--- src/rtl/hiaddr_port.sv ---
module hiaddr_port #(
  parameter int NPIN = 3
) (
  input  logic            clk,
  input  logic            rst,
  input  logic            strobe,
  input  logic [NPIN-1:0] pin_in,
  input  logic            a19_in,
  input  logic [NPIN-1:0] cfg_dir,
  input  logic            cfg_latch,
  input  logic            cfg_addr,
  input  logic [NPIN-1:0] cs_sel,
  output logic [NPIN-1:0] pad_out,
  output logic [NPIN-1:0] pad_oe,
  output logic [NPIN:0]   addr_out,
  output logic [NPIN:0]   logic_out
);
  localparam int NB = NPIN + 1;

  logic          strobe_q;
  logic          fall;
  logic [NB-1:0] cap;
  logic [NB-1:0] raw;
  logic [NB-1:0] in_mask;
  logic [NB-1:0] eff;

  assign raw     = {a19_in, pin_in};
  assign in_mask = {1'b1, ~cfg_dir};
  assign fall    = strobe_q & ~strobe;

  always_ff @(posedge clk) begin
    if (rst) begin
      strobe_q <= 1'b0;
      cap      <= '0;
    end else begin
      strobe_q <= strobe;
      if (fall)
        cap <= (raw & in_mask) | (cap & ~in_mask);
    end
  end

  assign eff       = (cfg_latch ? cap : raw) & in_mask;
  assign logic_out = eff;
  assign addr_out  = cfg_addr ? eff : '0;
  assign pad_oe    = cfg_dir;
  assign pad_out   = cs_sel & cfg_dir;

  a_r5_hold_no_fall: assert property (@(posedge clk) disable iff (rst)
    !(strobe_q && !strobe) |=> $stable(cap));
  a_r4_capture_a19: assert property (@(posedge clk) disable iff (rst)
    (strobe_q && !strobe) |=> cap[NPIN] == $past(a19_in));
  a_r8_out_bit_keeps: assert property (@(posedge clk) disable iff (rst)
    cfg_dir[0] |=> cap[0] == $past(cap[0]));
  a_r6_logic_role_zero: assert property (@(posedge clk) disable iff (rst)
    !cfg_addr |-> addr_out == '0);
  a_r8_out_reads_zero: assert property (@(posedge clk) disable iff (rst)
    (logic_out[NPIN-1:0] & cfg_dir) == '0);
  a_r2_idle_pad_low: assert property (@(posedge clk) disable iff (rst)
    (pad_out & ~pad_oe) == '0);
endmodule

--- config.mk ---
export PLATFORM = sky130hd
export DESIGN_NAME = hiaddr_port
export DESIGN_NICKNAME = d
export VERILOG_FILES = /design/src/rtl/hiaddr_port.sv
export SDC_FILE = /design/constraint.sdc
export NUM_CORES = 1
export LEC_CHECK = 0
export ABC_AREA = 0
export BUFFER_PORTS_ARGS = -buffer_cell sky130_fd_sc_hd__buf_4
export CAP_MARGIN = 0
export CORE_AREA = 5 5 42 44
export DETAILED_ROUTE_END_ITERATION = 16
export DIE_AREA = 0 0 47 49
export PLACE_DENSITY = 0.66
export SYNTH_ARGS = -nofsm -noshare
export SYNTH_HDL_FRONTEND = slang
export SYNTH_SLANG_ARGS = --single-unit
--- constraint.sdc ---
create_clock -name clk -period 1.1 [get_ports clk]
set_input_delay 0.165 -clock clk [delete_from_list [all_inputs] [get_ports clk]]
set_output_delay 0.165 -clock clk [all_outputs]
set_load 0.02 [all_outputs]
# After elaboration in Yosys (flattened, before gate mapping)

Index checks and enable logic that the tools add are counted.
Widths: inputs -> output; s select.

Register bits after elaboration: 5
Output and inout bits: 14
Word-level logic and storage cells: 13
Bits of input ports: 15

Mux-type cells: 2
Bitwise gates (word level): 9

Operators by type and width:

| kind        | number |
|---|---|
| $and 4x4->4 | 3 |
| $mux 4      | 2 |
| $not 4->4   | 1 |
| $or 4x4->4  | 1 |
| $and 3x3->3 | 1 |
| $not 3->3   | 1 |
| $and 1x1->1 | 1 |
| $not 1->1   | 1 |

# Logic depth before layout (Yosys ltp)

Gate-level depths: netlist of run 1.

Word-level depth: 4
Mapped depth: 3
Depth with buffers taken out: 3

# Least setup slack after synthesis of run 1

No wires, ideal clock.

Path kind: register -> output
Start: reg with a tool-made name
End: out addr_out[0]
Slack: 70 ps
Buffers on the path: 0
Required time: 935 ps
Stages on the path, launching flop included: 4
Data arrival time: 865 ps
Path through: dfxtp_1 > mux2i_1 > nor2_2 > and2_1

RTL lines:

| what          | line | source |
|---|---|---|
| end, declared | 15   | `output logic [NPIN:0] addr_out,` |

# Worst setup path after layout of run 1

Start: reg cap[3]
End: out addr_out[3]

Cells in the longest elaborated chain, start to end: 3

Ends and longest elaborated chain:

| what                   | line | source |
|---|---|---|
| start, declared        | 22   | `logic [NB-1:0] cap;` |
| start signal, assigned | 38   | `cap <= (raw & in_mask) \| (cap & ~in_mask);` |
| $mux 4                 | 42   | `assign eff = (cfg_latch ? cap : raw) & in_mask;` |
| $and 4x4->4            | 42   |  |
| $mux 4                 | 44   | `assign addr_out = cfg_addr ? eff : '0;` |

No other way between the ends.

==> flow_summary_export.csv, run 1 <==
group,metric,value,unit
run_status,outcome,"finished, violations left",
run_status,violations,"negative setup slack",
cts,clk_latency,0.24,ns
power,power.total,0.000567,W
job,max_cap_viol_count,0,
global_route,grtUsageTotal,0.0754,
synth,ys_seq_area_frac,0.313,
sta,max_freq,0.809,GHz
cells_and_area,seq_area,104,um2
cells_and_area,nNetsFinal,80,
critical_path,cp_data_required_time,0.94,ns
global_route,first_global_vias,319,
critical_path,worstRegToRegCells,3,
synth,synth_nets,50,
cts,cts_root_buffer,"clkbuf_4",
cts,numCtsBuffers,3,
critical_path,r2r-start,"strobe_q$_SDFF_PP0_",
sta,finalWorstSetupSlack,-0.136,ns
cts,cts_buffer_depth,2,
floorplan,core_area,1400,um2
critical_path,crit_path_end_kind,"primary output",
floorplan,fp.dieArea,2300,um2
sta,setup_viol,5,
cts,cts-htree-levels,1,
cells_and_area,multiInputGateArea,203,um2
critical_path,worstSetupStartpointType,"flop",
global_route,gr-total-overflow,0,
detailed_routing,initialDrtViolationCount,2,
detailed_routing,vias,327,
detailed_routing,detail-route-antenna-nets,0,
place,hpwl,738,um
sta,tightest_slew,0.213,ns
detailed_routing,firstDrtPassIters,4,
cts,clk_pin_slew_worst_paths,0.04,ns
critical_path,critPathArrivalTime,1.07,ns
cells_and_area,drive_gt1_frac,0.625,
floorplan,io_pins,29,
power,power_density,962,nW/um2
power,p_leak,0.278,nW
synth,syn_area,320,um2
sta,hold_viol_final,0,
synth,netlist_instances,35,
detailed_routing,wirelength,862,um
synth,synth_cell_type_count,9,
cells_and_area,fin_util,0.421,
place,portBuffers,28,
synth,synth.largest_area_cell,"dfxtp_1",
critical_path,crit_type,"flop to primary output",
cells_and_area,fin_cells,80,
sta,fin_crit_sh,1.12,
detailed_routing,viasPerCell,4.09,
global_route,antenna_found_initial,0,
floorplan,row_count,14,
synth,synth_top_area_share,0.313,
floorplan,initial_core_util,0.229,
cells_and_area,area_delta_synth_final,84.0,%
cells_and_area,n_fill_cell,158,
cells_and_area,design_area,589,um2
min_path,hp-start,"rst",
cells_and_area,diodes,0,
synth,ys_ff_latch,5,
floorplan,fp.dieW,47,um
sta,post-route-min-period,1.24,ns
power,ir_drop,0.450,mV
cts,cts_tree,"built",
synth,yosys-top-cells-area,"dfxtp_1 31%, mux2i_1 22%, and2_1 14%, buf_4 7.0%, nor3b_1 7.0%",
floorplan,die_h,49,um
place,gp_congestion,0.651,
sta,slew_headroom,0.858,
detailed_routing,drc,0,
synth,synth_warnings,0,
sta,drv_slew,0,
place,place_inst,76,
sta,holdWs,0.114,ns
min_path,hold_class,"input port to flop",
global_route,grt_max_degree,6,
sta,clock_skew,0.000885,ns
sta,rsz0062_at_grt,"yes",
place,placed_cell_area,528,um2
critical_path,r2r_slack,0.15,ns
detailed_routing,wl_per_cell,10.8,um
synth,synth.avg_cell_area,9.15,um2
min_path,hold_depth,2,
global_route,grt_first_pass_wirelength,1250,um
cts,cts_sinks,5,
critical_path,path_max_fanout,2,
[what timing repair did]
item,4_1_cts,5_1_grt
hold buffers,0,0
resized for setup,7,5
pin swaps,5,1
setup buffers,0,0
endpoints found under the setup margin,5,8
gates cloned,0,0
[cell families (layout without fill, tap and decap cells)]
logic type	Yosys count	count (layout)	synth area share
buffers and inverters	3	32	0.0703
flip-flops	5	5	0.313
AND/OR/NAND/NOR	19	19	0.352
multiplexers	8	8	0.266
[per-layer routing]
layer,GRT usage,share of wire,vias to the layer above
met5,0,0,-
li1,-,-,171
met1,0.0683,0.29,137
met4,0.0553,0,0
met3,0.0295,0.18,0
met2,0.127,0.53,19
[through the flow]
stage / TNS (ns) / worst slack (ns)
2_1_floorplan: 0 / 0.0697
3_3_place_gp: 0 / 0.0375
3_5_place_dp: 0 / 0.0241
4_1_cts: -0.499 / -0.142
5_1_grt: -0.755 / -0.166
6_report: -0.462 / -0.136
[cells in the mapped netlist, drive strengths merged]
cell and instances:
and2 7, buf 3, dfxtp 5, mux2 1
mux2i 7, nor2 7, nor2b 2, nor3b 3
[worst max-delay path by stage]
stage,start,endpoint
floorplan,flop,addr_out[0]
CTS,cap[3]$_SDFFE_PP0P_,addr_out[3]
global placement,cfg_latch,addr_out[3]
global route,cap[3]$_SDFFE_PP0P_,addr_out[3]
detailed placement,cfg_latch,addr_out[3]
finish,cap[3]$_SDFFE_PP0P_,addr_out[3]
[cell usage in the layout, fill, tap and decap left out]
master    Yosys  routed
clkbuf_4      0       3
nor2_1        4       4
mux2_4        1       1
nor2_2        3       3
and2_1        7       5
and2_4        0       2
buf_4         3      21
mux2i_1       7       7
nor2b_1       2       2
nor3b_1       3       3
clkbuf_1      0       1
buf_6         0       7
dfxtp_2       0       3
dfxtp_1       5       2
[layout make-up]
| cell class | count | share of cell area |
|---|---|---|
| timing repair buffer | 28 | 0.401 |
| multi-input combinational | 27 | 0.344 |
| sequential | 5 | 0.176 |
| clock buffer | 4 | 0.0446 |
| tap | 16 | 0.0340 |
[worst max-delay path, cell delays in order (launching register included)]
cell,delay (ns)
dfxtp_2,0.31
mux2_4,0.26
and2_4,0.14
buf_6,0.12
[where the power goes]
group,switching (W),total (W),internal [W]
clock network,0.0000706,0.000207,0.000137
logic,0.0000757,0.000168,0.0000925
registers,0.00000303,0.000191,0.000188
(Power assumes the default switching activity.)
==> inputs of run 2 (changes only) <==
REMOVE_ABC_BUFFERS = 1   (was unset)
==> run 2 against run 1 <==
The run still ends with negative setup slack left. Via count grew 2.8%. Clock power is 2% higher. Combinational power is essentially flat. Global-route usage increased by 0.56 points. Critical path type unchanged. Critical endpoint unchanged. Largest cell class unchanged.
==> flow_summary_export.csv, run 2 (same netlist as run 1, synthesis figures left out) <==
group,metric,value,unit
sta,setup_viol,5,
detailed_routing,initialDrtViolationCount,2,
detailed_routing,firstDrtPassIters,2,
detailed_routing,vias,336,
floorplan,initial_core_util,0.229,
cells_and_area,fin_cells,80,
cts,cts-htree-levels,1,
cells_and_area,drive_gt1_frac,0.641,
sta,hold_viol_final,0,
critical_path,startpoint,"cap[3]$_SDFFE_PP0P_",
sta,post-route-min-period,1.23,ns
job,max_cap_viol_count,0,
global_route,grtUsageTotal,0.0810,
floorplan,die_h,49,um
power,combPwrFrac,0.294,
place,hpwl,707,um
power,p_leak,0.275,nW
cts,cts_setup_buffers,0,
cts,clk_pin_slew_worst_paths,0.04,ns
place,dp_slack,0.0344,ns
cells_and_area,area_delta_synth_final,82.8,%
power,pwr-share-seq,0.336,
power,power_density,974,nW/um2
place,portBuffers,28,
power,power.total,0.000570,W
critical_path,crit_path_end_kind,"primary output",
floorplan,fp.dieW,47,um
cells_and_area,layout_common_cells,"23 x buf_4, 6 x mux2i_1, 5 x and2_1, 5 x buf_6, 4 x nor2_1",
cts,cts_root_buffer,"clkbuf_4",
detailed_routing,detail-route-antenna-nets,0,
run_status,violations,"negative setup slack",
sta,slew_headroom,0.842,
cells_and_area,layout_commonest_cell,"buf_4",
detailed_routing,wl_per_cell,11.1,um
critical_path,worstRegToRegCells,3,
power,switching_share,0.268,
critical_path,crit_type,"flop to primary output",
min_path,hold_class,"input port to flop",
global_route,first_global_vias,301,
cts,numCtsBuffers,3,
sta,rsz0062_at_grt,"yes",
global_route,gr-total-overflow,0,
cts,clk_latency,0.24,ns
power,ir_drop,0.471,mV
global_route,antenna_found_initial,0,
sta,max_freq,0.813,GHz
critical_path,r2r-start,"strobe_q$_SDFF_PP0_",
place,gp_congestion,0.632,
critical_path,critPathArrivalTime,1.06,ns
sta,finalWorstSetupSlack,-0.130,ns
floorplan,core_area,1400,um2
cts,cts_sinks,5,
place,place_inst,76,
cells_and_area,diodes,0,
cts,cts_buffer_depth,2,
critical_path,worstSetupStartpointType,"flop",
critical_path,cp_data_required_time,0.94,ns
sta,fin_crit_sh,1.12,
cts,postCtsHoldBufs,0,
critical_path,worstSetupEndpoint,"addr_out[3]",
sta,drv_slew,0,
detailed_routing,wirelength,885,um
floorplan,fp.dieArea,2300,um2
cells_and_area,n_fill_cell,160,
cells_and_area,nNetsFinal,80,
floorplan,io_pins,29,
global_route,grt_max_degree,6,
cts,cts_tree,"built",
sta,clock_skew,0.00186,ns
critical_path,path_max_fanout,2,
detailed_routing,viasPerCell,4.20,
sta,tightest_slew,0.236,ns
sta,fin_tns_setup,-0.452,ns
power,p_clk_frac,0.370,
critical_path,r2r_slack,0.09,ns
global_route,grt_first_pass_wirelength,1280,um
power,internal-power,0.000417,W
detailed_routing,drc,0,
power,switchingPower,0.000153,W
floorplan,row_count,14,
run_status,outcome,"finished, violations left",
-- run 2: changes by cell type in the layout (fill, tap and decap cells not counted) --
cell / previous run / this run
buf_4: 21 / 23
mux2i_2: 0 / 1
buf_6: 7 / 5
mux2i_1: 7 / 6
-- run 2: repair_timing --
item	CTS	global route
gates resized for setup	6	5
endpoints found under the setup margin	5	8
pin swaps	3	2
-- run 2: worst max-delay path: stages, from the launching register on --
cell and delay (ns):
dfxtp_2 0.31, mux2_4 0.26, and2_4 0.14, buf_6 0.12
-- run 2: power by group through the flow --
| stage | sequential [W] | combinational (W) | clock, W |
|---|---|---|---|
| after floorplan | 0.000193 | 0.0000597 | 0 |
| after global placement | 0.000194 | 0.000158 | 0 |
| after detailed placement | 0.000194 | 0.000159 | 0 |
| after CTS | 0.000191 | 0.000165 | 0.000219 |
| after global routing | 0.000192 | 0.000181 | 0.000240 |
| final | 0.000192 | 0.000168 | 0.000211 |
-- run 2: per-layer routing --
layer,up-vias,track usage,share of wire
met4,0,0.0829,0.033
met1,141,0.0815,0.31
met5,-,0,0
met2,20,0.115,0.49
met3,4,0.0332,0.16
li1,171,-,-
-- run 2: cell type report --
class | instances | area [um2] | area share
Timing Repair Buffer | 28 | 229 | 0.391
Multi-Input combinational cell | 27 | 206 | 0.353
Sequential cell | 5 | 104 | 0.177
Clock buffer | 4 | 26.3 | 0.0449
Tap cell | 16 | 20.0 | 0.0342
-- run 2: worst min path at each step --
stage | from | to | slack (ns) | cells after the start
final | rst | flop | 0.11 | 2
after global routing | rst | cap[3]$_SDFFE_PP0P_ | 0.11 | 2
after CTS | rst | cap[3]$_SDFFE_PP0P_ | 0.10 | 2
after detailed placement | rst | flop | 0.37 | 2
after global placement | rst | strobe_q$_SDFF_PP0_ | 0.37 | 2
after floorplan | rst | strobe_q$_SDFF_PP0_ | 0.24 | 1
-- run 2: through the flow --
stage / hold slack, ns / cell area [um2] / util
5_1_grt: 0.106 / 586 / 0.418
2_1_floorplan: 0.237 / 298 / -
4_1_cts: 0.103 / 573 / 0.409
3_5_place_dp: 0.368 / 528 / 0.377
6_report: 0.107 / 586 / 0.418
3_3_place_gp: 0.365 / 528 / 0.377
==> inputs of run 3 (changes only) <==
--- a/config.mk
+++ b/config.mk
@@ -13,2 +13,3 @@
 export DIE_AREA = 0 0 47 49
+export GPL_TIMING_DRIVEN = 0
 export PLACE_DENSITY = 0.66
--- a/constraint.sdc
+++ b/constraint.sdc
@@ -3,2 +3,2 @@
 set_output_delay 0.165 -clock clk [all_outputs]
-set_load 0.02 [all_outputs]
+set_load 0.005 [all_outputs]
==> run 3 against run 2 <==
The flow still finishes with violations (negative setup slack). Critical path depth unchanged. Routed wire length decreased by 4.9%. First-iteration DRC count increased to 2.5 times the previous value. Clock power about the same. Die area unchanged. Total power decreased by 5.2%. Sequential power about the same. Core utilization increased by 0.54 points. Sequential share of layout area about the same. Largest cell class unchanged.
==> flow_summary_export.csv, run 3 (same netlist as run 1, synthesis figures left out) <==
group,metric,value,unit
run_status,outcome,"finished, violations left",
run_status,violations,"negative setup slack",
detailed_routing,viasPerCell,4.23,
critical_path,crit_path_end_kind,"primary output",
floorplan,io_pins,29,
critical_path,critPathMaxStageDelay,0.31,ns
detailed_routing,vias,343,
min_path,hold_class,"input port to flop",
cells_and_area,drive_gt1_frac,0.662,
critical_path,crit_type,"flop to primary output",
sta,holdWs,0.110,ns
floorplan,fp.dieW,47,um
sta,slew_headroom,0.876,
detailed_routing,wl_per_cell,10.4,um
place,place_inst,76,
sta,rsz0062_at_grt,"yes",
sta,tightest_slew,0.182,ns
cts,clk_latency,0.24,ns
floorplan,die_h,49,um
cells_and_area,nNetsFinal,81,
floorplan,row_count,14,
global_route,grt_max_degree,6,
critical_path,path_max_fanout,2,
cts,clk_pin_slew_worst_paths,0.04,ns
place,portBuffers,28,
power,ir_drop,0.317,mV
cts,cts_tree,"built",
sta,fin_crit_sh,1.11,
floorplan,core_area,1400,um2
floorplan,initial_core_util,0.229,
power,power_density,912,nW/um2
floorplan,fp.dieArea,2300,um2
cells_and_area,fin_cells,81,
cts,numCtsBuffers,3,
place,placed_cell_area,528,um2
global_route,gr-total-overflow,0,
global_route,grtUsageTotal,0.0746,
cts,cts_buffer_depth,2,
cts,cts-htree-levels,1,
critical_path,path_cells,"mux2_4 -> and2_4 -> buf_6",
cells_and_area,area_delta_synth_final,85.2,%
power,p_leak,0.284,nW
place,hpwl,717,um
critical_path,cp_data_required_time,0.94,ns
sta,max_freq,0.821,GHz
job,max_cap_viol_count,0,
cells_and_area,diodes,0,
sta,setup_viol,5,
global_route,antenna_found_initial,0,
detailed_routing,wirelength,842,um
cts,cts_root_buffer,"clkbuf_4",
cells_and_area,layout_commonest_cell,"buf_4",
cells_and_area,fin_util,0.423,
power,power.total,0.000541,W
cts,cts_sinks,5,
sta,hold_viol_final,0,
detailed_routing,firstDrtPassIters,2,
detailed_routing,detail-route-antenna-nets,0,
place,gp_congestion,0.590,
global_route,first_global_vias,295,
cells_and_area,design_area,593,um2
critical_path,crit_slowest_cell,"dfxtp_2",
sta,finalWorstSetupSlack,-0.118,ns
sta,drv_slew,0,
critical_path,worstSetupStartpointType,"flop",
detailed_routing,initialDrtViolationCount,5,
cells_and_area,layout_common_cells,"24 x buf_4, 7 x mux2i_1, 5 x buf_6",
global_route,grt_first_pass_wirelength,1160,um
critical_path,critPathArrivalTime,1.05,ns
sta,clock_skew,0.00187,ns
sta,post-route-min-period,1.22,ns
detailed_routing,drc,0,
run 3: cell types whose count changed in the layout (fill, tap and decap cells not counted), sizes merged:
cell  change
buf       +1
run 3: layer usage:
layer / wire length, um / track usage / vias up / share of wire
met2: 435 / 0.120 / 21 / 0.52
met1: 243 / 0.0615 / 146 / 0.29
met3: 133 / 0.0369 / 3 / 0.16
li1: - / - / 173 / -
met5: 0 / 0 / - / 0
met4: 30 / 0.0691 / 0 / 0.036
run 3: report_power, final:
part           internal (W)  switching, W  total [W]  leakage, nW
Sequential         0.000188    0.00000313   0.000191       0.0427
Combinational     0.0000924     0.0000480   0.000140        0.227
Clock              0.000137     0.0000720   0.000209       0.0150
run 3: timing repair:
item	in CTS	in global routing
buffers inserted	1	0
gates resized for setup	5	7
gates cloned	0	0
pin swaps	7	5
endpoints found under the setup margin	5	8
hold buffers	0	0
endpoints found under the hold margin	0	0
run 3: path summary, 6_finish.rpt:
kind | depth (start not counted) | to | from | slack (ns)
setup reg to reg | 3 | flop | strobe_q$_SDFF_PP0_ | 0.14
hold / removal | 2 | flop | rst | 0.11
hold reg to reg | 2 | flop | flop | 0.48
setup / recovery | 3 | addr_out[3] | cap[3]$_SDFFE_PP0P_ | -0.12
run 3: area by class of cell:
| cell class | instances | area [um2] |
|---|---|---|
| Tap cell | 16 | 20.0 |
| Clock buffer | 4 | 26.3 |
| Fill cell | 149 | 808 |
| Timing Repair Buffer | 29 | 236 |
| Sequential cell | 5 | 105 |
| Multi-Input combinational cell | 27 | 205 |
run 3: critical path: cells and delay by family (launching register included):
family / cells / cell delay, ns
flip-flops: 1 / 0.31
buffers and inverters: 1 / 0.10
multiplexers: 1 / 0.26
AND/OR/NAND/NOR: 1 / 0.14
run 3: per-stage QoR:
| step | setup TNS [ns] | worst slack (ns) |
|---|---|---|
| after floorplan | 0 | 0.215 |
| after global placement | 0 | 0.0543 |
| after detailed placement | 0 | 0.0552 |
| after CTS | -0.585 | -0.141 |
| after global routing | -0.854 | -0.168 |
| final | -0.471 | -0.118 |
